**config.mk**
```make
export PLATFORM = sky130hd
export DESIGN_NAME = int_alu
export DESIGN_NICKNAME = d
export VERILOG_FILES = /design/src/rtl/int_alu_pkg.sv /design/src/rtl/int_alu_addsub.sv /design/src/rtl/int_alu_logic.sv /design/src/rtl/int_alu_flags.sv /design/src/rtl/int_alu.sv
export SDC_FILE = /design/constraint.sdc
export NUM_CORES = 1
export LEC_CHECK = 0
export BUFFER_PORTS_ARGS = -buffer_cell sky130_fd_sc_hd__buf_4
export CORE_AREA = 5 5 68 82
export DETAILED_ROUTE_END_ITERATION = 12
export DIE_AREA = 0 0 73 87
export PLACE_DENSITY = 0.95
export SKIP_LAST_GASP = 1
export SLEW_MARGIN = 15
export SYNTH_ARGS = -nofsm -noshare
export SYNTH_HDL_FRONTEND = slang
export SYNTH_SLANG_ARGS = --single-unit
```
**constraint.sdc**
```tcl
create_clock -name vclk -period 14.05
set_clock_uncertainty 0.15 [all_clocks]
set_input_delay 2.81 -clock vclk [all_inputs]
set_output_delay 2.81 -clock vclk [all_outputs]
set_load 0.02 [all_outputs]
```
**src/rtl/int_alu_pkg.sv**
```systemverilog
package int_alu_pkg;

    typedef enum logic [3:0] {
        OP_ADD  = 4'd0,
        OP_ADC  = 4'd1,
        OP_SUB  = 4'd2,
        OP_SBB  = 4'd3,
        OP_NEG  = 4'd4,
        OP_INC  = 4'd5,
        OP_DEC  = 4'd6,
        OP_CMP  = 4'd7,
        OP_AND  = 4'd8,
        OP_OR   = 4'd9,
        OP_XOR  = 4'd10,
        OP_NOT  = 4'd11,
        OP_TEST = 4'd12
    } alu_op_e;

    typedef enum logic [2:0] {
        Y_OPB,
        Y_INV_B,
        Y_INV_A,
        Y_ZERO,
        Y_ONES
    } y_sel_e;

    typedef enum logic [1:0] {
        CI_ZERO,
        CI_ONE,
        CI_CF,
        CI_INV_CF
    } cin_sel_e;

    typedef enum logic [2:0] {
        LF_AND,
        LF_OR,
        LF_XOR,
        LF_NOT,
        LF_ZERO
    } logic_fn_e;

    typedef enum logic [1:0] {
        CM_CARRY,
        CM_BORROW,
        CM_KEEP,
        CM_CLEAR
    } carry_mode_e;

    typedef struct packed {
        logic o;
        logic s;
        logic c;
        logic z;
    } alu_flags_t;

    typedef struct packed {
        logic        x_zero;
        y_sel_e      y_sel;
        cin_sel_e    cin_sel;
        logic        use_logic;
        logic_fn_e   lfn;
        carry_mode_e cmode;
        logic        wr;
        alu_flags_t  fwr;
    } alu_ctrl_t;

    localparam alu_flags_t FW_ALL  = '{o: 1'b1, s: 1'b1, c: 1'b1, z: 1'b1};
    localparam alu_flags_t FW_NOC  = '{o: 1'b1, s: 1'b1, c: 1'b0, z: 1'b1};
    localparam alu_flags_t FW_NONE = '{o: 1'b0, s: 1'b0, c: 1'b0, z: 1'b0};

    function automatic alu_ctrl_t arith_ctrl(input logic xz, input y_sel_e ys,
                                             input cin_sel_e cs, input carry_mode_e cm,
                                             input logic wr, input alu_flags_t fw);
        alu_ctrl_t c;
        c.x_zero    = xz;
        c.y_sel     = ys;
        c.cin_sel   = cs;
        c.use_logic = 1'b0;
        c.lfn       = LF_ZERO;
        c.cmode     = cm;
        c.wr        = wr;
        c.fwr       = fw;
        return c;
    endfunction

    function automatic alu_ctrl_t logic_ctrl(input logic_fn_e fn, input carry_mode_e cm,
                                             input logic wr, input alu_flags_t fw);
        alu_ctrl_t c;
        c.x_zero    = 1'b0;
        c.y_sel     = Y_ZERO;
        c.cin_sel   = CI_ZERO;
        c.use_logic = 1'b1;
        c.lfn       = fn;
        c.cmode     = cm;
        c.wr        = wr;
        c.fwr       = fw;
        return c;
    endfunction

    function automatic alu_ctrl_t decode_op(input logic [3:0] code);
        alu_ctrl_t c;
        case (code)
            OP_ADD:  c = arith_ctrl(1'b0, Y_OPB,   CI_ZERO,   CM_CARRY,  1'b1, FW_ALL);
            OP_ADC:  c = arith_ctrl(1'b0, Y_OPB,   CI_CF,     CM_CARRY,  1'b1, FW_ALL);
            OP_SUB:  c = arith_ctrl(1'b0, Y_INV_B, CI_ONE,    CM_BORROW, 1'b1, FW_ALL);
            OP_SBB:  c = arith_ctrl(1'b0, Y_INV_B, CI_INV_CF, CM_BORROW, 1'b1, FW_ALL);
            OP_NEG:  c = arith_ctrl(1'b1, Y_INV_A, CI_ONE,    CM_BORROW, 1'b1, FW_ALL);
            OP_INC:  c = arith_ctrl(1'b0, Y_ZERO,  CI_ONE,    CM_KEEP,   1'b1, FW_NOC);
            OP_DEC:  c = arith_ctrl(1'b0, Y_ONES,  CI_ZERO,   CM_KEEP,   1'b1, FW_NOC);
            OP_CMP:  c = arith_ctrl(1'b0, Y_INV_B, CI_ONE,    CM_BORROW, 1'b0, FW_ALL);
            OP_AND:  c = logic_ctrl(LF_AND,  CM_CLEAR, 1'b1, FW_ALL);
            OP_OR:   c = logic_ctrl(LF_OR,   CM_CLEAR, 1'b1, FW_ALL);
            OP_XOR:  c = logic_ctrl(LF_XOR,  CM_CLEAR, 1'b1, FW_ALL);
            OP_NOT:  c = logic_ctrl(LF_NOT,  CM_KEEP,  1'b1, FW_NONE);
            OP_TEST: c = logic_ctrl(LF_AND,  CM_CLEAR, 1'b0, FW_ALL);
            default: c = logic_ctrl(LF_ZERO, CM_KEEP,  1'b0, FW_NONE);
        endcase
        return c;
    endfunction

endpackage

```
**src/rtl/int_alu_addsub.sv**
```systemverilog
module int_alu_addsub
    import int_alu_pkg::*;
#(
    parameter int DATA_W   = 16,
    parameter int NARROW_W = 8
) (
    input  logic [DATA_W-1:0] x_in,
    input  logic [DATA_W-1:0] y_in,
    input  logic              cin,
    input  logic              wide,
    output logic [DATA_W-1:0] sum,
    output logic              cout,
    output logic              ovf
);
    localparam int NMSB = NARROW_W - 1;
    localparam int WMSB = DATA_W - 1;

    logic [DATA_W:0]   wsum;
    logic [NARROW_W:0] nsum;
    logic              nov, wov;

    always_comb begin
        wsum = {1'b0, x_in} + {1'b0, y_in} + {{DATA_W{1'b0}}, cin};
        nsum = {1'b0, x_in[NMSB:0]} + {1'b0, y_in[NMSB:0]} + {{NARROW_W{1'b0}}, cin};
        wov  = (x_in[WMSB] == y_in[WMSB]) && (wsum[WMSB] != x_in[WMSB]);
        nov  = (x_in[NMSB] == y_in[NMSB]) && (nsum[NMSB] != x_in[NMSB]);
    end

    generate
        if (DATA_W > NARROW_W) begin : g_split
            always_comb begin
                if (wide) begin
                    sum  = wsum[DATA_W-1:0];
                    cout = wsum[DATA_W];
                    ovf  = wov;
                end else begin
                    sum  = {{(DATA_W-NARROW_W){1'b0}}, nsum[NMSB:0]};
                    cout = nsum[NARROW_W];
                    ovf  = nov;
                end
            end
        end else begin : g_single
            always_comb begin
                sum  = wsum[DATA_W-1:0];
                cout = wsum[DATA_W];
                ovf  = wov | (nov & 1'b0) | (wide & 1'b0) | (|nsum & 1'b0);
            end
        end
    endgenerate

endmodule

```
**src/rtl/int_alu_logic.sv**
```systemverilog
module int_alu_logic
    import int_alu_pkg::*;
#(
    parameter int DATA_W = 16
) (
    input  logic [DATA_W-1:0] a_in,
    input  logic [DATA_W-1:0] b_in,
    input  logic_fn_e         fn,
    output logic [DATA_W-1:0] out
);
    always_comb begin
        case (fn)
            LF_AND:  out = a_in & b_in;
            LF_OR:   out = a_in | b_in;
            LF_XOR:  out = a_in ^ b_in;
            LF_NOT:  out = ~a_in;
            default: out = '0;
        endcase
    end
endmodule

```
**src/rtl/int_alu_flags.sv**
```systemverilog
module int_alu_flags
    import int_alu_pkg::*;
#(
    parameter int DATA_W   = 16,
    parameter int NARROW_W = 8
) (
    input  logic [DATA_W-1:0] res,
    input  logic              wide,
    input  logic              cout,
    input  logic              ovf_in,
    input  logic              carry_in,
    input  carry_mode_e       cmode,
    input  logic              arith,
    output alu_flags_t        flags
);
    always_comb begin
        if (wide) begin
            flags.z = (res == '0);
            flags.s = res[DATA_W-1];
        end else begin
            flags.z = (res[NARROW_W-1:0] == '0);
            flags.s = res[NARROW_W-1];
        end
        flags.o = arith & ovf_in;
        case (cmode)
            CM_CARRY:  flags.c = cout;
            CM_BORROW: flags.c = ~cout;
            CM_KEEP:   flags.c = carry_in;
            default:   flags.c = 1'b0;
        endcase
    end
endmodule

```
**src/rtl/int_alu.sv**
```systemverilog
module int_alu
    import int_alu_pkg::*;
#(
    parameter int DATA_W   = 16,
    parameter int NARROW_W = 8
) (
    input  logic [DATA_W-1:0] opnd_a,
    input  logic [DATA_W-1:0] opnd_b,
    input  logic [3:0]        op_sel,
    input  logic              wide,
    input  logic              carry_in,
    output logic [DATA_W-1:0] result,
    output logic              wr_en,
    output logic              flag_z,
    output logic              flag_c,
    output logic              flag_s,
    output logic              flag_o,
    output logic [3:0]        flag_wr
);
    localparam int HI_W = DATA_W - NARROW_W;

    alu_ctrl_t         ctrl;
    logic [DATA_W-1:0] a_eff, b_eff;
    logic [DATA_W-1:0] x_op, y_op;
    logic              cin;
    logic [DATA_W-1:0] sum, lres, res;
    logic              cout, ovf;
    alu_flags_t        flags;

    always_comb begin
        ctrl  = decode_op(op_sel);
        a_eff = opnd_a;
        b_eff = opnd_b;
        if (!wide) begin
            a_eff = {{HI_W{1'b0}}, opnd_a[NARROW_W-1:0]};
            b_eff = {{HI_W{1'b0}}, opnd_b[NARROW_W-1:0]};
        end
        x_op = ctrl.x_zero ? '0 : a_eff;
        case (ctrl.y_sel)
            Y_OPB:   y_op = b_eff;
            Y_INV_B: y_op = ~b_eff;
            Y_INV_A: y_op = ~a_eff;
            Y_ONES:  y_op = '1;
            default: y_op = '0;
        endcase
        case (ctrl.cin_sel)
            CI_ONE:    cin = 1'b1;
            CI_CF:     cin = carry_in;
            CI_INV_CF: cin = ~carry_in;
            default:   cin = 1'b0;
        endcase
    end

    int_alu_addsub #(.DATA_W(DATA_W), .NARROW_W(NARROW_W)) addsub_i (
        .x_in (x_op),
        .y_in (y_op),
        .cin  (cin),
        .wide (wide),
        .sum  (sum),
        .cout (cout),
        .ovf  (ovf)
    );

    int_alu_logic #(.DATA_W(DATA_W)) logic_i (
        .a_in (a_eff),
        .b_in (b_eff),
        .fn   (ctrl.lfn),
        .out  (lres)
    );

    always_comb begin
        res = ctrl.use_logic ? lres : sum;
        if (!wide) res[DATA_W-1:NARROW_W] = '0;
    end

    int_alu_flags #(.DATA_W(DATA_W), .NARROW_W(NARROW_W)) flags_i (
        .res      (res),
        .wide     (wide),
        .cout     (cout),
        .ovf_in   (ovf),
        .carry_in (carry_in),
        .cmode    (ctrl.cmode),
        .arith    (~ctrl.use_logic),
        .flags    (flags)
    );

    assign result  = res;
    assign wr_en   = ctrl.wr;
    assign flag_z  = flags.z;
    assign flag_c  = flags.c;
    assign flag_s  = flags.s;
    assign flag_o  = flags.o;
    assign flag_wr = ctrl.fwr;

endmodule

```
==> flow_summary.json <==
{
  "crit_fanout": 20,
  "cap_violations": 0,
  "fp.dieW_um": 73,
  "grt_pass1_vias": 3387,
  "drc": 0,
  "wl_mm": 9.11,
  "intPower_w": 0.0000547,
  "syn-cell-area_um2": 2790,
  "seq_area_um2": 0,
  "grt_max_degree": 38,
  "syn2layout_area_growth_pct": 15.3,
  "critPathKind": "in -> out",
  "rows": 28,
  "cts_setup_buffers": 0,
  "swShare": 0.592,
  "antenna-diode-count": 0,
  "cts_resized": 0,
  "port-buffer-count": 63,
  "power_density_nw_per_um2": 41.7,
  "grt_overflow_total": 0,
  "power_frac_clock": 0,
  "track_usage": 0.284,
  "via_per_inst": 6.56,
  "dp_hpwl_mm": 7.15,
  "drtPass1Iterations": 5,
  "cp-startpoint": "op_sel[0]",
  "yosys_warnings": 0,
  "post_drt_wl_per_cell_um": 17.3,
  "relSlewSlack": 0.243,
  "final_hold_viol_count": 0,
  "final_layout_size_suffix_gt1_frac": 0.165,
  "comb_power_share": 1.000,
  "synth_nets": 523,
  "crit_arrival_ns": 7.77,
  "yosysTopAreaCellShare": 0.233,
  "hold_slack_ns": 5.84,
  "yosysSeqAreaShare": 0,
  "die_h_um": 87,
  "yosysUniqueCellTypes": 65,
  "status": "finished, final reports clean",
  "drt_iter0_markers": 312,
  "tns_ns": 0,
  "worstPathRequired_ns": 11.09,
  "synth_area_leader_cell": "ha_1",
  "rsz0062_at_grt": "false",
  "avgSynthCellArea_um2": 6.47,
  "setup_violations": 0,
  "seqPwrFrac": 0,
  "startpoint_type": "input port",
  "dp_cells": 528,
  "design.seq.count": 0,
  "ys_top_cells_by_area": "ha_1, nand2_1, nor2_1",
  "report.final.slew_viol_count": 0,
  "max_clock_freq_mhz": 93.2,
  "io_pins": 63,
  "worstSetupEndpointType": "primary output",
  "postPlaceCellArea_um2": 3210,
  "final_area_um2": 3210,
  "initial_core_util": 0.585,
  "ctsHoldBuffers": 0,
  "power.switching_w": 0.0000794,
  "core-area_um2": 4760,
  "tightest_slew_ns": 1.13,
  "gp_congestion": 0.930,
  "ant_nets": 0,
  "period_share": 0.764,
  "grt_pass1_wl_mm": 14.9,
  "period_minus_slack_ns": 10.73,
  "hp-start": "carry_in",
  "synthCells": 431,
  "p_leak_nw": 1.69,
  "hp-class": "in -> out",
  "die-area_um2": 6350,
  "vdd_drop_max_mv": 0.0280,
  "fin_nets": 562,
  "antenna_found_initial": 0,
  "vias": 3462,
  "clkbuf_count": 0,
  "final_cells": 528
}
-- Yosys cell counts (3+ instances only) --
library cell and number:
a22oi_1 11, o22ai_1 12, nand2_1 58, inv_1 38, buf_1 3, nand2b_1 7, or3_1 4, o32ai_1 3
a21oi_1 28, o22a_1 5, o221ai_1 5, ha_1 52, nand3_1 20, o21ai_0 22, a211oi_1 4, xnor2_1 5
and2_1 3, nor2b_1 8, nor3_1 3, buf_2 6, buf_4 3, a221oi_1 3, nor2_1 47, xor2_1 4
clkbuf_1 12, mux2i_1 10
-- worst paths after layout --
| kind | end | cells after the start |
|---|---|---|
| max | flag_z | 18 |
| min | flag_c | 4 |
-- power groups by stage --
stage	clock network, W	logic, W	registers [W]
floorplan	0	0.0000896	0
global route	0	0.000146	0
detailed placement	0	0.000131	0
global placement	0	0.000128	0
finish	0	0.000134	0
CTS	0	0.000132	0
-- layer usage --
metal / wire length, um / part of all wire / track usage / up-vias
li1: - / - / - / 1617
met1: 3370 / 0.37 / 0.310 / 1586
met2: 4450 / 0.49 / 0.509 / 206
met3: 691 / 0.076 / 0.0335 / 53
met4: 595 / 0.065 / 0.174 / 0
met5: 0 / 0 / 0 / -
-- cells in the final DEF (no fill, tap or decap), types with 7 or more instances in the layout --
cell,netlist,layout
buf_4,3,64
nand2_1,58,58
ha_1,52,52
nor2_1,47,47
inv_1,38,38
a21oi_1,28,28
o21ai_0,22,22
nand3_1,20,20
o22ai_1,12,12
a22oi_1,11,11
mux2i_1,10,10
nor2b_1,8,8
nand2b_1,7,7
-- layout make-up --
type,instances,area [um^2]
inverter,40,150
timing repair buffer,64,480
tap,60,75.1
multi-input combinational,364,2510
fill,421,1550
-- through the flow --
| stage | util | setup slack (ns) | total power (W) |
|---|---|---|---|
| finish | 0.675 | 3.32 | 0.000134 |
| detailed placement | 0.675 | 3.47 | 0.000131 |
| floorplan | - | 4.22 | 0.0000896 |
| global placement | 0.675 | 3.67 | 0.000128 |
| CTS | 0.675 | 3.46 | 0.000132 |
| global route | 0.675 | 3.03 | 0.000146 |
-- critical path, cell delays in order --
cell,delay (ns)
buf_4,0.19
inv_2,0.20
ha_1,0.31
nor2b_1,0.12
a31oi_1,0.09
nor2_1,0.87
a211oi_1,0.24
fa_1,0.51
fa_1,0.42
nor2b_1,0.26
o31ai_1,0.16
a21oi_1,0.20
o22ai_1,0.16
nand4b_1,0.12
o221ai_1,0.17
or4b_1,0.56
o21ai_1,0.19
buf_4,0.17
-- cell families after synthesis --
| group | count (synthesis) | share of synthesized area |
|---|---|---|
| compound gates | 122 | 0.302 |
| fa+ha+maj | 54 | 0.248 |
| mux | 10 | 0.0359 |
| xor+xnor | 9 | 0.0283 |
| buf+inv | 67 | 0.100 |
| simple gates | 169 | 0.285 |
Note: power is estimated with default switching activity, not from simulation.
